[config.mk]
export PLATFORM = sky130hd
export DESIGN_NAME = mem_cluster_arb
export DESIGN_NICKNAME = d
export VERILOG_FILES = /design/src/rtl/arb_pkg.sv /design/src/rtl/arb_ctrl.sv /design/src/rtl/arb_datapath.sv /design/src/rtl/mem_cluster_arb.sv
export SDC_FILE = /design/constraint.sdc
export NUM_CORES = 2
export LEC_CHECK = 0
export BUFFER_PORTS_ARGS = -buffer_cell sky130_fd_sc_hd__buf_2
export CORE_MARGIN = 2
export CORE_UTILIZATION = 55
export CTS_CLUSTER_DIAMETER = 60
export DETAILED_ROUTE_END_ITERATION = 12
export PLACE_DENSITY = 0.82
export SETUP_SLACK_MARGIN = 0.05
export SYNTH_ARGS = -nofsm -noshare
export SYNTH_HDL_FRONTEND = slang
export SYNTH_HIERARCHICAL = 1
export SYNTH_SLANG_ARGS = --single-unit
[constraint.sdc]
create_clock -name clk -period 126.8 [get_ports clk]
set_input_delay 25.36 -clock clk [delete_from_list [all_inputs] [get_ports clk]]
set_output_delay 25.36 -clock clk [all_outputs]
set_load 0.05 [all_outputs]
[src/rtl/arb_pkg.sv]
package arb_pkg;
  typedef struct packed {
    logic quantumEnd;   // last cycle of the measurement quantum
    logic shuffleStep;  // last cycle of a shuffle interval
  } arbStrobe_t;
endpackage

[src/rtl/arb_ctrl.sv]
module arb_ctrl
  import arb_pkg::*;
#(
  parameter int QUANTUM_CYCLES = 128,
  parameter int SHUFFLE_CYCLES = 16
) (
  input  logic       clk,
  input  logic       rst,
  output arbStrobe_t strobes
);
  localparam int QW = (QUANTUM_CYCLES > 2) ? $clog2(QUANTUM_CYCLES) : 1;
  localparam int SW = (SHUFFLE_CYCLES > 2) ? $clog2(SHUFFLE_CYCLES) : 1;

  logic [QW-1:0] qCnt;
  logic [SW-1:0] sCnt;
  logic qLast, sLast;

  assign qLast = (qCnt == QW'(QUANTUM_CYCLES - 1));
  assign sLast = (sCnt == SW'(SHUFFLE_CYCLES - 1));

  always_ff @(posedge clk) begin
    if (rst) begin
      qCnt <= '0;
      sCnt <= '0;
    end else begin
      qCnt <= qLast ? '0 : qCnt + 1'b1;
      sCnt <= sLast ? '0 : sCnt + 1'b1;
    end
  end

  assign strobes.quantumEnd  = qLast;
  assign strobes.shuffleStep = sLast;
endmodule

[src/rtl/arb_datapath.sv]
module arb_datapath
  import arb_pkg::*;
#(
  parameter int NUM_THREADS = 4,
  parameter int CNT_W       = 12,
  parameter int MPKI_W      = 16
) (
  input  logic                   clk,
  input  logic                   rst,
  input  arbStrobe_t             strobes,
  input  logic [NUM_THREADS-1:0] reqValid,
  input  logic [NUM_THREADS-1:0] missPulse,
  input  logic [NUM_THREADS-1:0] retirePulse,
  input  logic [MPKI_W-1:0]      clusterThresh,
  output logic [NUM_THREADS-1:0] grant,
  output logic                   grantValid,
  output logic [NUM_THREADS-1:0] heavyMask,
  output logic [$clog2(NUM_THREADS)-1:0] rotOffset
);
  localparam int IDX_W  = $clog2(NUM_THREADS);
  localparam int PROD_W = CNT_W + 10;
  localparam int KEY_W  = 1 + MPKI_W + IDX_W;
  localparam logic [PROD_W-1:0] MPKI_MAX = PROD_W'({MPKI_W{1'b1}});

  logic [CNT_W-1:0]  missCnt [NUM_THREADS];
  logic [CNT_W-1:0]  instCnt [NUM_THREADS];
  logic [MPKI_W-1:0] mpkiNew [NUM_THREADS];
  logic [MPKI_W-1:0] mpkiReg [NUM_THREADS];
  logic [KEY_W-1:0]  rankKey [NUM_THREADS];

  // per-quantum event counters, restarted at the boundary
  always_ff @(posedge clk) begin
    for (int t = 0; t < NUM_THREADS; t++) begin
      if (rst) begin
        missCnt[t] <= '0;
        instCnt[t] <= '0;
      end else if (strobes.quantumEnd) begin
        missCnt[t] <= CNT_W'(missPulse[t]);
        instCnt[t] <= CNT_W'(retirePulse[t]);
      end else begin
        if (missPulse[t] && missCnt[t] != '1)   missCnt[t] <= missCnt[t] + 1'b1;
        if (retirePulse[t] && instCnt[t] != '1) instCnt[t] <= instCnt[t] + 1'b1;
      end
    end
  end

  // intensity for the quantum now ending
  always_comb begin
    for (int t = 0; t < NUM_THREADS; t++) begin
      logic [PROD_W-1:0] prod, divisor, quot;
      prod    = PROD_W'(missCnt[t]) * PROD_W'(1000);
      divisor = (instCnt[t] == '0) ? PROD_W'(1) : PROD_W'(instCnt[t]);
      quot    = prod / divisor;
      if (instCnt[t] == '0)
        mpkiNew[t] = (missCnt[t] == '0) ? '0 : '1;
      else if (quot > MPKI_MAX)
        mpkiNew[t] = '1;
      else
        mpkiNew[t] = quot[MPKI_W-1:0];
    end
  end

  always_ff @(posedge clk) begin
    if (rst) begin
      heavyMask <= '0;
      for (int t = 0; t < NUM_THREADS; t++) mpkiReg[t] <= '0;
    end else if (strobes.quantumEnd) begin
      for (int t = 0; t < NUM_THREADS; t++) begin
        mpkiReg[t]   <= mpkiNew[t];
        heavyMask[t] <= (mpkiNew[t] > clusterThresh);
      end
    end
  end

  always_ff @(posedge clk) begin
    if (rst) rotOffset <= '0;
    else if (strobes.shuffleStep)
      rotOffset <= (rotOffset == IDX_W'(NUM_THREADS - 1)) ? '0 : rotOffset + 1'b1;
  end

  // ranking key: smaller wins; index in the low bits breaks exact ties
  always_comb begin
    for (int t = 0; t < NUM_THREADS; t++) begin
      logic [IDX_W:0] sum;
      sum = {1'b0, IDX_W'(t)} + (IDX_W+1)'(NUM_THREADS) - {1'b0, rotOffset};
      if (sum >= (IDX_W+1)'(NUM_THREADS)) sum = sum - (IDX_W+1)'(NUM_THREADS);
      rankKey[t] = {heavyMask[t],
                    heavyMask[t] ? MPKI_W'(sum[IDX_W-1:0]) : mpkiReg[t],
                    IDX_W'(t)};
    end
  end

  always_comb begin
    logic [KEY_W-1:0] bestKey;
    logic [IDX_W-1:0] bestIdx;
    logic found;
    found   = 1'b0;
    bestKey = '1;
    bestIdx = '0;
    for (int t = 0; t < NUM_THREADS; t++) begin
      if (reqValid[t] && (!found || rankKey[t] < bestKey)) begin
        found   = 1'b1;
        bestKey = rankKey[t];
        bestIdx = IDX_W'(t);
      end
    end
    grantValid = found;
    grant      = found ? (NUM_THREADS'(1) << bestIdx) : '0;
  end
endmodule

[src/rtl/mem_cluster_arb.sv]
module mem_cluster_arb
  import arb_pkg::*;
#(
  parameter int NUM_THREADS    = 4,
  parameter int CNT_W          = 12,
  parameter int MPKI_W         = 16,
  parameter int QUANTUM_CYCLES = 128,
  parameter int SHUFFLE_CYCLES = 16
) (
  input  logic                   clk,
  input  logic                   rst,
  input  logic [NUM_THREADS-1:0] reqValid,
  input  logic [NUM_THREADS-1:0] missPulse,
  input  logic [NUM_THREADS-1:0] retirePulse,
  input  logic [MPKI_W-1:0]      clusterThresh,
  output logic [NUM_THREADS-1:0] grant,
  output logic                   grantValid
);
  arbStrobe_t strobes;
  logic [NUM_THREADS-1:0] heavyMask;
  logic [$clog2(NUM_THREADS)-1:0] rotOffset;

  arb_ctrl #(.QUANTUM_CYCLES(QUANTUM_CYCLES), .SHUFFLE_CYCLES(SHUFFLE_CYCLES)) ctrl_i (
    .clk(clk), .rst(rst), .strobes(strobes));

  arb_datapath #(.NUM_THREADS(NUM_THREADS), .CNT_W(CNT_W), .MPKI_W(MPKI_W)) dp_i (
    .clk(clk), .rst(rst), .strobes(strobes), .reqValid(reqValid),
    .missPulse(missPulse), .retirePulse(retirePulse), .clusterThresh(clusterThresh),
    .grant(grant), .grantValid(grantValid), .heavyMask(heavyMask), .rotOffset(rotOffset));
endmodule

==> results.md <==
- CTS sink cnt: 177
- Post-synth cell types: 182
- Setup violators final: 0
- Total CTS buffers: 17
- Final period utilization: 0.610
- Core ar.: 152000 um2
- Die height: 394 um
- NumNets Final: 12796
- Max FO, Critical Path: 26
- Worst r2r src: dp_i/missCnt[1][5]
- Clock root buffer: clkbuf_16
- Area Overhead vs Synth: 3.55%
- Post-synth top area share: 0.166
- Total congestion overflow: 0
- WHS Path Cells: 1
- Top cells by area, synth: ha_1, a21oi_1, edfxtp_1
- Cts repair resizes: 0
- Mapped Cells: 11574
- Initial antenna violation count: 6
- Longest Clk Path Bufs: 2
- Hold bufs inserted after CTS: 0
- 1st-pass router iterations: 8
- Largest area contributor in the netlist: ha_1
- Critical path's most frequent cell: o21a_1
- Antenna Nets Post-Route: 0
- I/O Buffers: 34
- Asr flop ratio synth: 0
- Ys Warns: 6
- Post-CTS setup buffer count: 0
- Endpoints failing hold: 0
- Count of pins over their slew limit: 0
- Latest clock arrival within the worst-skew pair: 0.56 ns
- Number of global-route vias before repair: 85799
- Synth Register Bits: 177
- DR WL/cell: 21.3 um
- Hpwl dp: 229000 um
- CTS clk-pin slew, worst paths: 0.09 ns
- Vias per cell: 6.71
- Residual DRC count: 0
- Max Cap Viol: 0
- Required time worst endpoint: 127.21 ns
- Setup TNS: 0 ns
- Min-Delay Path Class: reg -> reg
- Worst Skew: 0.0264 ns
- All-Layer GR Usage: 0.353
- Final min period: 77.33 ns
- First-pass GRT wire length: 456000 um
- Seq/Total Area, Yosys: 0.0614
- TritonCTS clock tree: built
- DIE AREA: 156000 um2
- WP data arrival: 77.75 ns
- Crit-path max cell delay: 1.05 ns
- Average cell area after synthesis: 7.24 um2
- Initial core utilization: 0.553
- Via count: 90855
- I/O pin cnt: 35
- Status: completed
- H-Tree Depth: 4
- Mapped Area: 83800 um2
- Slew HR: 0.111
- Gpl congestion: 1.05
- Filler cell count: 14280
- Worst reg2reg path depth: 339
- RSZ-0062 raised after global routing: no
- Initial DRC Count: 9078
- R2R Setup Slk: 49.47 ns
- Peak Freq: 12.9 MHz
- Pin count of the biggest net entering global routing: 66
- Final wirelength: 288000 um
- Post-synth EDFFs: 160
- Endpoint class of the critical path: flop
- Slew @ Worst Pin: 1.33 ns
- CP Launch Type: flop
- Top FF cell, synth: edfxtp_1
- Layout cell share with drive strength beyond 1: 0.0698
- Worst setup path startpoint: dp_i/missCnt[1][5]
- Crit path kind: reg -> reg
- Die extent in x: 394 um
- Hold_sp: ctrl_i/qCnt[0]
- CP max-delay cell: nor3_2
- Row Count: 143
==> critical path, delay by kind of cell, from the launching register on <==
| kind | cells | cell delay [ns] |
|---|---|---|
| buf+inv | 12 | 1.77 |
| simple gates | 112 | 23.05 |
| compound gates | 179 | 39.37 |
| xor+xnor | 5 | 1.05 |
| mux | 3 | 1.00 |
| fa+ha+maj | 28 | 10.33 |
| flops | 1 | 0.45 |
==> layer usage <==
metal / global-route usage / share of wire
met5: 0 / 0.000045
met4: 0.146 / 0.045
met3: 0.0573 / 0.094
met2: 0.568 / 0.44
met1: 0.468 / 0.42
==> cell usage in the layout (no fill, tap or decap), types with 34 or more instances in the layout <==
master / netlist / layout
ha_1: 1113 / 1113
nor2_1: 1106 / 1105
nand2_1: 968 / 968
a21oi_1: 961 / 960
o21ai_0: 682 / 677
inv_1: 649 / 648
xnor2_1: 548 / 548
nor3_1: 445 / 436
a21o_1: 350 / 350
o21a_1: 322 / 322
nand3_1: 315 / 315
xor2_1: 256 / 256
nand2b_1: 240 / 240
o31ai_1: 218 / 217
nand4_1: 214 / 214
nor2b_1: 199 / 196
and2_1: 184 / 184
mux2_2: 178 / 178
edfxtp_1: 160 / 160
fa_1: 156 / 156
buf_4: 38 / 150
a31oi_1: 130 / 130
mux2i_1: 115 / 115
a211oi_1: 102 / 101
and3_1: 99 / 99
nor4_1: 100 / 96
o211ai_1: 95 / 95
or3_1: 89 / 89
or2_2: 81 / 81
o21bai_1: 72 / 72
and4_1: 58 / 58
o21ai_1: 45 / 49
or4_1: 49 / 49
a211o_1: 48 / 48
o2111ai_1: 42 / 42
conb_1: 1 / 40
a31o_2: 35 / 35
a311oi_1: 34 / 34
buf_2: 38 / 34
==> stage by stage <==
step / utilization / std cells / hold slack (ns) / worst slack, ns / area, um2
after floorplan: - / 11613 / 0.429 / 62.64 / 84000
after global placement: 0.568 / 13508 / 0.442 / 51.47 / 86100
after detailed placement: 0.568 / 13508 / 0.454 / 50.96 / 86100
after CTS: 0.573 / 13540 / 0.497 / 50.54 / 86800
after global routing: 0.573 / 13540 / 0.519 / 43.57 / 86800
final: 0.573 / 13541 / 0.490 / 49.47 / 86800
==> state kept, by name, summed over array words and instances (netlist names) <==
signal,cells
dp_i/mpkiReg,64
dp_i/missCnt,48
dp_i/heavyMask,4
ctrl_i/sCnt,4
dp_i/instCnt,48
ctrl_i/qCnt,7
dp_i/rotOffset,2
==> cell type report <==
| class | count | area (um2) | area share |
|---|---|---|---|
| antenna | 1 | 2.50 | 0.0000288 |
| clock buffer | 17 | 425 | 0.00490 |
| clock inverter | 15 | 218 | 0.00251 |
| inverter | 654 | 2450 | 0.0283 |
| multi-input combinational | 10463 | 74700 | 0.861 |
| sequential | 177 | 5140 | 0.0593 |
| tap | 2030 | 2540 | 0.0293 |
| timing repair buffer | 184 | 1300 | 0.0149 |
==> cells by family after synthesis <==
| logic type | after synthesis | share of synthesized area |
|---|---|---|
| adders and majority gates | 1275 | 0.204 |
| xor gates and xnor gates | 822 | 0.0879 |
| other | 1 | 0.0000447 |
| and+or+nand+nor | 4398 | 0.267 |
| DFF | 177 | 0.0614 |
| buffers and inverters | 973 | 0.0505 |
| muxes | 301 | 0.0391 |
| AOI/OAI and AO/OA | 3627 | 0.290 |
==> synth_stat cells (184+ instances only) <==
cell	instances
nand4_1	214
inv_1	649
nor3_1	445
ha_1	1113
a21oi_1	961
xnor2_1	548
a21o_1	350
o21ai_0	682
o31ai_1	218
nand2_1	968
nand3_1	315
nand2b_1	240
xor2_1	256
o21a_1	322
nor2_1	1106
and2_1	184
nor2b_1	199
==> final timing paths <==
kind,endpoint
worst max register to register,dp_i/heavyMask[1]
worst min-delay path,ctrl_i/qCnt[0]
worst min register to register,ctrl_i/qCnt[0]
worst max-delay path,dp_i/heavyMask[1]
Power is not shown: default switching activity piles up to over one toggle a cycle in this logic, so the estimate is an artifact.
